==> config.mk <==
export PLATFORM = sky130hd
export DESIGN_NAME = cache_attr_match
export DESIGN_NICKNAME = d
export VERILOG_FILES = /design/src/rtl/cache_attr_pkg.sv /design/src/rtl/cache_attr_ctrl.sv /design/src/rtl/cache_attr_dp.sv /design/src/rtl/cache_attr_match.sv
export SDC_FILE = /design/constraint.sdc
export NUM_CORES = 1
export LEC_CHECK = 0
export ABC_AREA = 0
export ABC_CLOCK_PERIOD_IN_PS = 1800
export BUFFER_PORTS_ARGS = -buffer_cell sky130_fd_sc_hd__buf_4
export CORE_MARGIN = 8
export CORE_UTILIZATION = 47
export DETAILED_ROUTE_END_ITERATION = 10
export GPL_TIMING_DRIVEN = 1
export PLACE_DENSITY_LB_ADDON = 0.2
export REMOVE_ABC_BUFFERS = 1
export SLEW_MARGIN = 20
export SYNTH_ARGS = -nofsm -noshare
export SYNTH_HDL_FRONTEND = slang
export SYNTH_SLANG_ARGS = --single-unit
==> constraint.sdc <==
create_clock -name clk -period 1.8 [get_ports clk]
set_input_delay 0.27 -clock clk [delete_from_list [all_inputs] [get_ports clk]]
set_output_delay 0.27 -clock clk [all_outputs]
set_load 0.02 [all_outputs]
==> src/rtl/cache_attr_pkg.sv <==
package cache_attr_pkg;

  localparam int DATA_W   = 32;
  localparam int TAG_W    = 8;
  localparam int BASE_LSB = 24;
  localparam int MASK_LSB = 16;
  localparam int EN_BIT   = 15;
  localparam int MODE_BIT = 6;
  localparam int IDX_W    = 4;

  typedef struct packed {
    logic [TAG_W-1:0] base;
    logic [TAG_W-1:0] mask;
    logic             enable;
    logic             cacheable;
  } region_cfg_t;

  typedef struct packed {
    logic             wrRegion;
    logic             wrGlobal;
    logic             lookup;
    logic [IDX_W-1:0] regIdx;
  } ctrl_strobe_t;

  function automatic region_cfg_t decodeRegion(input logic [DATA_W-1:0] d);
    region_cfg_t c;
    c.base      = d[BASE_LSB +: TAG_W];
    c.mask      = d[MASK_LSB +: TAG_W];
    c.enable    = d[EN_BIT];
    c.cacheable = d[MODE_BIT];
    return c;
  endfunction

endpackage

==> src/rtl/cache_attr_ctrl.sv <==
module cache_attr_ctrl
  import cache_attr_pkg::*;
#(
  parameter int NUM_REGIONS = 2,
  parameter int SEL_W       = 2
) (
  input  logic [SEL_W-1:0] regSel,
  input  logic             regWrEn,
  input  logic             addrValid,
  output ctrl_strobe_t     strobe
);

  localparam logic [SEL_W-1:0] GLOBAL_SEL = SEL_W'(NUM_REGIONS);

  always_comb begin
    strobe        = '0;
    strobe.lookup = addrValid;
    strobe.regIdx = IDX_W'(regSel);
    if (regWrEn) begin
      if (regSel < GLOBAL_SEL) begin
        strobe.wrRegion = 1'b1;
      end else if (regSel == GLOBAL_SEL) begin
        strobe.wrGlobal = 1'b1;
      end
    end
  end

endmodule

==> src/rtl/cache_attr_dp.sv <==
module cache_attr_dp
  import cache_attr_pkg::*;
#(
  parameter int NUM_REGIONS = 2,
  parameter int ADDR_W      = 32
) (
  input  logic                   clk,
  input  logic                   rstN,
  input  ctrl_strobe_t           strobe,
  input  logic [DATA_W-1:0]      wrData,
  input  logic [ADDR_W-1:0]      addr,
  output logic                   attrValid,
  output logic                   attrCacheable,
  output logic [NUM_REGIONS-1:0] regionHit
);

  logic [TAG_W-1:0]       topByte;
  logic [NUM_REGIONS-1:0] hitVec;
  logic [NUM_REGIONS-1:0] modeVec;
  logic                   defaultCacheable;
  logic                   pickCacheable;
  logic                   unusedBits;

  assign topByte    = addr[ADDR_W-1 -: TAG_W];
  assign unusedBits = ^{addr[ADDR_W-TAG_W-1:0], wrData};

  for (genvar r = 0; r < NUM_REGIONS; r++) begin : gRegion
    region_cfg_t cfgQ;

    always_ff @(posedge clk or negedge rstN) begin
      if (!rstN) begin
        cfgQ <= '0;
      end else if (strobe.wrRegion && strobe.regIdx == IDX_W'(r)) begin
        cfgQ <= decodeRegion(wrData);
      end
    end

    assign hitVec[r]  = cfgQ.enable && (((topByte ^ cfgQ.base) & ~cfgQ.mask) == '0);
    assign modeVec[r] = cfgQ.cacheable;
  end

  always_ff @(posedge clk or negedge rstN) begin
    if (!rstN) begin
      defaultCacheable <= 1'b0;
    end else if (strobe.wrGlobal) begin
      defaultCacheable <= wrData[MODE_BIT];
    end
  end

  // Lowest-numbered hit overrides: scan from the top down.
  always_comb begin
    pickCacheable = defaultCacheable;
    for (int i = NUM_REGIONS - 1; i >= 0; i--) begin
      if (hitVec[i]) pickCacheable = modeVec[i];
    end
  end

  always_ff @(posedge clk or negedge rstN) begin
    if (!rstN) begin
      attrValid     <= 1'b0;
      attrCacheable <= 1'b0;
      regionHit     <= '0;
    end else begin
      attrValid     <= strobe.lookup;
      attrCacheable <= strobe.lookup ? pickCacheable : 1'b0;
      regionHit     <= strobe.lookup ? hitVec : '0;
    end
  end

endmodule

==> src/rtl/cache_attr_match.sv <==
module cache_attr_match
  import cache_attr_pkg::*;
#(
  parameter  int NUM_REGIONS = 2,
  parameter  int ADDR_W      = 32,
  localparam int SEL_W       = $clog2(NUM_REGIONS + 1)
) (
  input  logic                   clk,
  input  logic                   rstN,
  input  logic [SEL_W-1:0]       regSel,
  input  logic [DATA_W-1:0]      regWrData,
  input  logic                   regWrEn,
  input  logic [ADDR_W-1:0]      addr,
  input  logic                   addrValid,
  output logic                   attrValid,
  output logic                   attrCacheable,
  output logic [NUM_REGIONS-1:0] regionHit
);

  ctrl_strobe_t strobe;

  cache_attr_ctrl #(.NUM_REGIONS(NUM_REGIONS), .SEL_W(SEL_W)) uCtrl (
    .regSel    (regSel),
    .regWrEn   (regWrEn),
    .addrValid (addrValid),
    .strobe    (strobe)
  );

  cache_attr_dp #(.NUM_REGIONS(NUM_REGIONS), .ADDR_W(ADDR_W)) uDp (
    .clk           (clk),
    .rstN          (rstN),
    .strobe        (strobe),
    .wrData        (regWrData),
    .addr          (addr),
    .attrValid     (attrValid),
    .attrCacheable (attrCacheable),
    .regionHit     (regionHit)
  );

endmodule

After elaboration in Yosys (flattened, before gate mapping)
Index checks and enable logic that the tools add are counted.
Storage, ports and cells
  bits of input ports: 70
  register bits after elaboration: 41
  word-level logic and storage cells: 36
Operators by class
  bitwise operators: 6
  equal/unequal tests: 2
  $lt $le $gt $ge: 1
  reduce and logical (&&, ||, !) cells: 7
  multiplexer cells: 8
Operators by type and width (number)
  8-bit AND: 2
  8-bit zero test: 2
  8-bit NOT: 2
  8-bit bitwise XOR: 2
  1-bit 2-to-1 mux: 6
  1-bit logical AND: 4
  4-bit zero test: 1
  2-bit 2-to-1 mux: 2
  2-bit by 1-bit == test with 1-bit output (second input constant): 1
  2-bit == test (second input constant): 1
  2-bit < comparator (second input constant): 1

Logic depth before layout (Yosys ltp)
Gate-level depths: netlist of run 1.
  depth in word-level cells: 7
  depth in mapped cells: 5

Hierarchy
From an unflattened synthesis of run 1, not the netlist that was laid out.
Unflattened totals
  cell total of the unflattened synthesis: 129
  area, all modules: 1850.5 µm²
By module, submodules not included
  cache_attr_dp: area an instance 1790.5 µm², cells an instance 121, sequential area each 1026.0 µm², times used 1
  cache_attr_ctrl: area an instance 60.1 µm², cells an instance 8, sequential area each 0.0 µm², times used 1

Worst setup path before layout of run 1
No wires, ideal clock.
  kind: reg2reg
  start: register uDp.gRegion[0].cfgQ[17] (netlist bit)
  end: register uDp.attrCacheable
  setup time: 0.128 ns
  required time: 1.672 ns
  cell stages (with the launch flop): 6
  data arrival time: 1.253 ns
  path slack: 0.419 ns
  path through: dfrtp_1 xnor2_1 o22ai_1 or3_1 o31ai_1 a21oi_1
On the way
  word-level cells in the longest chain between the ends: 6
Ends and longest elaborated chain
  start: declaration: RTL line cache_attr_dp.sv:28  | region_cfg_t cfgQ;
  start signal: assignment: RTL line cache_attr_dp.sv:34  | cfgQ <= decodeRegion(wrData);
  8-bit bitwise XOR: RTL line cache_attr_dp.sv:38  | assign hitVec[r] = cfgQ.enable && (((topByte ^ cfgQ.base) & ~cfgQ.mask) == '0);
  8-bit AND: RTL line cache_attr_dp.sv:38
  8-bit zero test: RTL line cache_attr_dp.sv:38
  1-bit logical AND: RTL line cache_attr_dp.sv:38
  1-bit 2-to-1 mux: RTL line cache_attr_dp.sv:54  | if (hitVec[i]) pickCacheable = modeVec[i];
  1-bit 2-to-1 mux: RTL line cache_attr_dp.sv:65  | attrCacheable <= strobe.lookup ? pickCacheable : 1'b0;
  end signal: assignment: RTL line cache_attr_dp.sv:65
  end: declaration: RTL line cache_attr_dp.sv:13  | output logic attrCacheable,
No other way between the ends.
A chain may end at the register's enable or synchronous reset.

Worst setup path after layout of run 1
  start: register uDp.gRegion[1].cfgQ[15] (netlist bit)
  end: register uDp.attrCacheable
On the way
  word-level cells in the longest chain between the ends: 7
Ends and longest elaborated chain (RTL line)
  start: declaration: cache_attr_dp.sv:28
  start signal: assignment: cache_attr_dp.sv:34
  8-bit bitwise XOR: cache_attr_dp.sv:38
  8-bit AND: cache_attr_dp.sv:38
  8-bit zero test: cache_attr_dp.sv:38
  1-bit logical AND: cache_attr_dp.sv:38
  1-bit 2-to-1 mux (2 in series): cache_attr_dp.sv:54
  1-bit 2-to-1 mux: cache_attr_dp.sv:65
No other way between the ends.

==> key figures, run 1 <==
Floorplan
  – Die W: 77.3 microns
  – Die height: 77.3 microns
  – Die area: 5980 sq um
  – Top-level port count: 74
  – Placeable Area: 3630 sq um
  – Initial Util: 48.6%
  – Row count: 22

Power and ir drop
  – Leakage Power: 0.969 nW
  – Switching Power: 0.000557 W
  – Comb power frac: 20.8%
  – Clock power share: 26.3%
  – Sequential Power Share: 52.9%
  – PnR Total Power: 0.00223 W
  – VDD IR max: 0.000595 V
  – Switching Share: 25.0%
  – Internal power: 0.00167 W
  – Power per cell area: 1020 nW/um^2

Clock network
  – Post-CTS sizing: 0
  – CTS tree: done
  – Worst-Skew Late Latency: 0.29 ns
  – CTS clock-pin slew for the worst setup and hold paths: 0.07 ns
  – CTS root buffer: clkbuf_8
  – Clock tree buffer depth: 2
  – CTS sink count: 41
  – H-Tree Depth: 2
  – Total CTS buffers: 5

Timing
  – Max Clk Rate: 646 MHz
  – Period utilisation layout: 86.0%
  – RSZ-0062 raised after global routing: false
  – Worst-margin pin slew: 0.499 ns
  – Slew HR: 66.8%
  – Final TNS setup: 0 ns
  – Pins over their slew limit: 0
  – Endpoints failing hold: 0
  – Final Critical Period: 1.55 ns
  – # setup viols final: 0
  – Worst Skew: 0.00235 ns

Placement
  – Instance area at placement: 2090 sq um
  – RD Place Congestion: 0.689
  – Dpl cells: 204
  – Detail Placement HPWL: 2.48 mm
  – I/O Buffers: 35

Critical path
  – CP arrival: 1.72 ns
  – CP bufs+invs: 0
  – Worst Path Required: 1.97 ns
  – Crit. End Element: register
  – Setup Crit Path Kind: reg -> reg
  – Worst-path maximum fanout: 3
  – Worst r2r dst: uDp.attrCacheable
  – R2R Setup Slk: 0.25 ns
  – Critical-path top delay cell: dfrtp_1
  – Worst r2r src: uDp.gRegion[1].cfgQ[15]
  – CP top delay family: simple AND/OR/NAND/NOR gates
  – Worst path cell trace: xor2_1, a222oi_1, nor4b_4, nand2b_2, a21oi_1
  – Worst r2r path cells: 5
  – Crit start category: register
  – Max incr delay on CP: 0.39 ns

Synth
  – Post-synth top flop: dfrtp_1
  – Synth area leaders: dfrtp_1 58%, mux2_2 24%, xnor2_1 6.4%, xor2_1 1.5%, o22ai_1 1.4%
  – Share of Yosys cell area claimed by the top area cell type: 58.1%
  – Yosys reg bits: 41
  – EDFF count, synth: 0
  – Average size of a mapped cell: 14.5 sq um
  – Post-synth ARST share: 100%
  – Yosys cell types: 23
  – Cells after Synth: 122
  – Synthesized area: 1770 sq um
  – Yosys top cell by area: dfrtp_1
  – Yosys warning total: 0
  – Register area share after synthesis: 58.1%

Route
  – Per-cell routed wire length: 15.5 microns
  – DRT iter0 DRCs: 38
  – Routed WL: 3.28 mm
  – DR vias/cell: 5.02
  – DRC Markers: 0
  – DR vias: 1064
  – First drt pass iteration count: 4
  – Remaining antenna violation count: 0

Status
  – Status: complete, no violations

Global routing
  – First-pass GRT wire length: 5.68 mm
  – Vias in the first global route: 1209
  – GRT Total Usage: 12.0%
  – Initial antenna violation count: 0
  – Remaining Overflow, GRT: 0
  – Largest net degree at the start of global routing: 42

Flow run
  – Maxcap violations: 0

Cells and area
  – Most common cell after layout, fill and taps aside: dfrtp_1
  – Share of cells above drive strength 1: 51.2%
  – Multi-input gate area: 716 sq um
  – Antenna fix cells: 0
  – Final Util: 60.3%
  – Register Area: 1030 sq um
  – Non-Filler Instances: 212
  – Synth-to-Final Area Change: 24.0%
  – Fill cells: 307
  – Design area: 2190 sq um
  – Most frequent cells in the layout: 41 x dfrtp_1, 37 x mux2_2, 37 x buf_4
  – Nets: 234

Hold path
  – Min-delay worst type: in -> reg
  – Hold Crit Depth: 1
  – Hold endpoint: uDp.attrValid
  – Worst Min Path Start: addrValid
-- power groups by stage --
stage	registers, W	logic, W	clock network (W)
finish	0.00118	0.000464	0.000587
global route	0.00120	0.000514	0.000652
CTS	0.00118	0.000474	0.000610
detailed placement	0.00120	0.000471	0
global placement	0.00119	0.000457	0
floorplan	0.00118	0.000311	0
-- worst register-to-register path, stage by stage, from the launching register on --
cell and delay (ns):
dfrtp_1 0.39, xor2_1 0.15, a222oi_1 0.38, nor4b_4 0.30, nand2b_2 0.16, a21oi_1 0.05
-- cell families (layout without fill, tap and decap cells) --
logic type	Yosys count	count (layout)	synth area share (%)
compound gates	12	12	4.53
buf+inv	7	49	1.70
flops	41	41	58.1
xor+xnor	16	16	7.93
mux	37	37	23.6
simple gates	9	9	4.18
-- cell usage after synthesis (2+ instances only) --
| cell type | instances |
|---|---|
| mux2_2 | 37 |
| buf_2 | 3 |
| o22ai_1 | 4 |
| dfrtp_1 | 41 |
| xor2_1 | 3 |
| inv_1 | 4 |
| xnor2_1 | 13 |
| o21ai_0 | 2 |
-- registers in the layout, summed over array words and instances (netlist names) --
signal / count
uDp.attrCacheable: 1
uDp.attrValid: 1
uDp.defaultCacheable: 1
uDp.gRegion.cfgQ: 36
uDp.regionHit: 2
-- stage by stage --
stage	worst slack [ns]	hold slack, ns
2_1_floorplan	-0.405	-0.0256
3_3_place_gp	0.213	0.268
3_5_place_dp	0.209	0.274
4_1_cts	0.225	0.0979
5_1_grt	0.144	0.0966
6_report	0.252	0.109
-- area by class of cell --
class / count / share of cell area [%]
timing repair buffer: 38 / 13.1
clock buffer: 7 / 3.94
multi-input combinational: 74 / 32.7
inverter: 4 / 0.685
sequential: 41 / 46.8
tap: 48 / 2.74
-- worst max path at each step --
stage / from / to / slack [ns] / cells after the start
global placement: addr[29] / uDp.attrCacheable / 0.21 / 6
finish: uDp.gRegion[1].cfgQ[15] / uDp.attrCacheable / 0.25 / 5
CTS: uDp.gRegion[1].cfgQ[15] / uDp.attrCacheable / 0.22 / 5
floorplan: regSel[0] / uDp.gRegion[0].cfgQ[0] / -0.40 / 2
detailed placement: addr[29] / uDp.attrCacheable / 0.21 / 6
global route: uDp.gRegion[1].cfgQ[15] / uDp.attrCacheable / 0.14 / 5
-- metal layers --
layer / global-route usage, % / routed length, microns / part of all wire, %
met1: 13.7 / 1350 / 41
met2: 19.5 / 1680 / 51
met3: 5.24 / 193 / 5.9
met4: 4.53 / 51 / 1.6
met5: 0 / 0 / 0
-- timing repair --
| action | 4_1_cts | 5_1_grt |
|---|---|---|
| setup endpoints to repair | 0 | 0 |
| hold endpoints to repair | 41 | 0 |
| buffers inserted | 0 | 0 |
| hold buffers | 1 | 0 |
No activity file was read; power rests on OpenSTA's default activity.
==> inputs of run 2 (changes only) <==
- CORE_UTILIZATION: 47 -> 49
- CTS_BUF_LIST: default -> sky130_fd_sc_hd__clkbuf_4
==> run 2 against run 1 <==
Via count unchanged. Sequential power about the same. Core utilization up 0.38 points. Final area down 1.7%. Combinational power about the same. First-iteration DRC count up 87%. Largest cell class unchanged. Largest power group unchanged. Highest routed layer unchanged.
==> key figures, run 2 (synthesis results as in run 1) <==
Critical path
  – Crit start category: register
  – R2R Setup Slk: 0.26 ns
  – Crit. End Element: register
  – CP arrival: 1.80 ns
  – Max incr delay on CP: 0.40 ns
  – Worst Path Required: 2.06 ns
  – Worst path cell trace: xor2_1, a222oi_1, nor4b_4, a2bb2oi_1, a21oi_1
  – Worst r2r src: uDp.gRegion[1].cfgQ[15]
  – Worst r2r dst: uDp.attrCacheable
  – Worst Setup SP: uDp.gRegion[1].cfgQ[15]
  – Setup Crit Path Kind: reg -> reg
  – Worst-path maximum fanout: 3
  – Worst r2r path cells: 5
  – Critical-path top delay cell: dfrtp_1

Flow run
  – Maxcap violations: 0

Timing
  – Pins over their slew limit: 0
  – Final TNS setup: 0 ns
  – Period utilisation layout: 85.6%
  – # setup viols final: 0
  – Slew HR: 67.2%
  – Worst-margin pin slew: 0.492 ns
  – Endpoints failing hold: 0
  – Final Critical Period: 1.54 ns
  – RSZ-0062 raised after global routing: false
  – Worst Skew: 0.00489 ns
  – Max Clk Rate: 649 MHz

Route
  – DR vias/cell: 5.00
  – M1 WL: 1.43 mm
  – Per-cell routed wire length: 15.3 microns
  – DR WL met3: 180 microns
  – First drt pass iteration count: 4
  – DRC Markers: 0
  – DR WL met2: 1.61 mm
  – Routed WL: 3.25 mm
  – Top sig layer: met4
  – Remaining antenna violation count: 0
  – DR vias: 1064
  – DRT iter0 DRCs: 71

Power and ir drop
  – Clock power share: 19.9%
  – Internal power: 0.00151 W
  – Comb power frac: 22.7%
  – Leakage Power: 0.955 nW
  – Switching Share: 26.5%
  – Switching Power: 0.000546 W
  – VDD IR max: 0.000561 V
  – Sequential Power Share: 57.4%
  – Power per cell area: 955 nW/um^2

Clock network
  – CTS tree: done
  – Total CTS buffers: 5
  – CTS sink count: 41
  – CTS clock-pin slew for the worst setup and hold paths: 0.11 ns
  – CTS root buffer: clkbuf_4
  – H-Tree Depth: 2
  – Post-CTS sizing: 0
  – Clock tree buffer depth: 2
  – Post-CTS setup buffer count: 0
  – Worst-Skew Late Latency: 0.33 ns

Global routing
  – Initial antenna violation count: 0
  – First-pass GRT wire length: 5.76 mm
  – GRT Total Usage: 12.1%
  – Largest net degree at the start of global routing: 42
  – Remaining Overflow, GRT: 0
  – Vias in the first global route: 1232

Hold path
  – Worst Min Path Start: addrValid
  – Min-delay worst type: in -> reg
  – Hold endpoint: uDp.attrValid
  – Hold Crit Depth: 1

Floorplan
  – Row count: 22
  – Initial Util: 49.8%
  – Placeable Area: 3550 sq um
  – Die area: 5780 sq um
  – Die height: 76.0 microns
  – Die W: 76.0 microns
  – Top-level port count: 74

Status
  – Status: complete, no violations

Cells and area
  – Most common cell after layout, fill and taps aside: dfrtp_1
  – Antenna fix cells: 0
  – Share of cells above drive strength 1: 50.9%
  – Nets: 234
  – Most frequent cells in the layout: 41 x dfrtp_1, 37 x mux2_2, 37 x buf_4
  – Synth-to-Final Area Change: 22.0%
  – Non-Filler Instances: 213
  – Largest regs: uDp.gRegion.cfgQ (36), uDp.regionHit (2)
  – Fill cells: 289
  – Largest register FFs: 36
  – Top reg by flops: uDp.gRegion.cfgQ

Placement
  – Detail Placement HPWL: 2.46 mm
  – Dpl cells: 204
  – I/O Buffers: 35
  – RD Place Congestion: 0.709
run 2: cell count changes in the layout (fill, tap and decap cells not counted):
cell / before / now
clkbuf_4: 0 / 5
clkinv_2: 0 / 1
clkbuf_1: 1 / 0
clkinv_1: 0 / 2
clkbuf_8: 6 / 0
run 2: per-layer routing:
layer | vias up | global-route usage (%)
met2 | 26 | 20.3
met3 | 5 | 4.48
met1 | 517 | 13.8
li1 | 516 | -
met5 | - | 0
met4 | 0 | 4.12
run 2: power groups by stage:
stage	Sequential (W)	Clock, W	Combinational [W]
finish	0.00118	0.000410	0.000466
global route	0.00120	0.000474	0.000515
CTS	0.00118	0.000432	0.000477
detailed placement	0.00120	0	0.000474
global placement	0.00119	0	0.000457
floorplan	0.00118	0	0.000311
run 2: how the worst max path moves through the flow:
stage | slack (ns) | endpoint
2_1_floorplan | -0.40 | uDp.gRegion[0].cfgQ[0]
3_3_place_gp | 0.22 | uDp.attrCacheable
3_5_place_dp | 0.22 | uDp.attrCacheable
4_1_cts | 0.24 | uDp.attrCacheable
5_1_grt | 0.13 | uDp.attrCacheable
6_report | 0.26 | uDp.attrCacheable
run 2: worst max-delay path: cells and delay by family, from the launching register on:
| family | cells | cell delay, ns |
|---|---|---|
| AO/OA/AOI/OAI | 3 | 0.63 |
| AND/OR/NAND/NOR | 1 | 0.29 |
| XOR/XNOR | 1 | 0.15 |
| flip-flops | 1 | 0.40 |
run 2: metrics by stage:
step / instance area, sq um / utilization [%] / worst slack (ns) / total power [W] / hold slack [ns]
finish: 2150 / 60.7 / 0.260 / 0.00206 / 0.0645
global route: 2150 / 60.7 / 0.130 / 0.00219 / 0.0386
CTS: 2150 / 60.7 / 0.236 / 0.00209 / 0.0519
detailed placement: 2090 / 59.0 / 0.221 / 0.00167 / 0.274
global placement: 2090 / 59.0 / 0.222 / 0.00165 / 0.270
floorplan: 1750 / - / -0.405 / 0.00149 / -0.0256
run 2: final cells by class:
| class | instances | area [sq um] | area share (%) |
|---|---|---|---|
| multi-input cells | 74 | 716 | 33.2 |
| clock inverters | 3 | 12.5 | 0.581 |
| flip-flops and latches | 41 | 1030 | 47.6 |
| inverters | 4 | 15.0 | 0.697 |
| well taps | 48 | 60.1 | 2.79 |
| clock buffers | 5 | 37.5 | 1.74 |
| repair buffers | 38 | 288 | 13.4 |
run 2: what timing repair did:
action	4_1_cts	5_1_grt
hold buffers	1	0
setup endpoints to repair	0	0
endpoints found under the hold margin	41	0
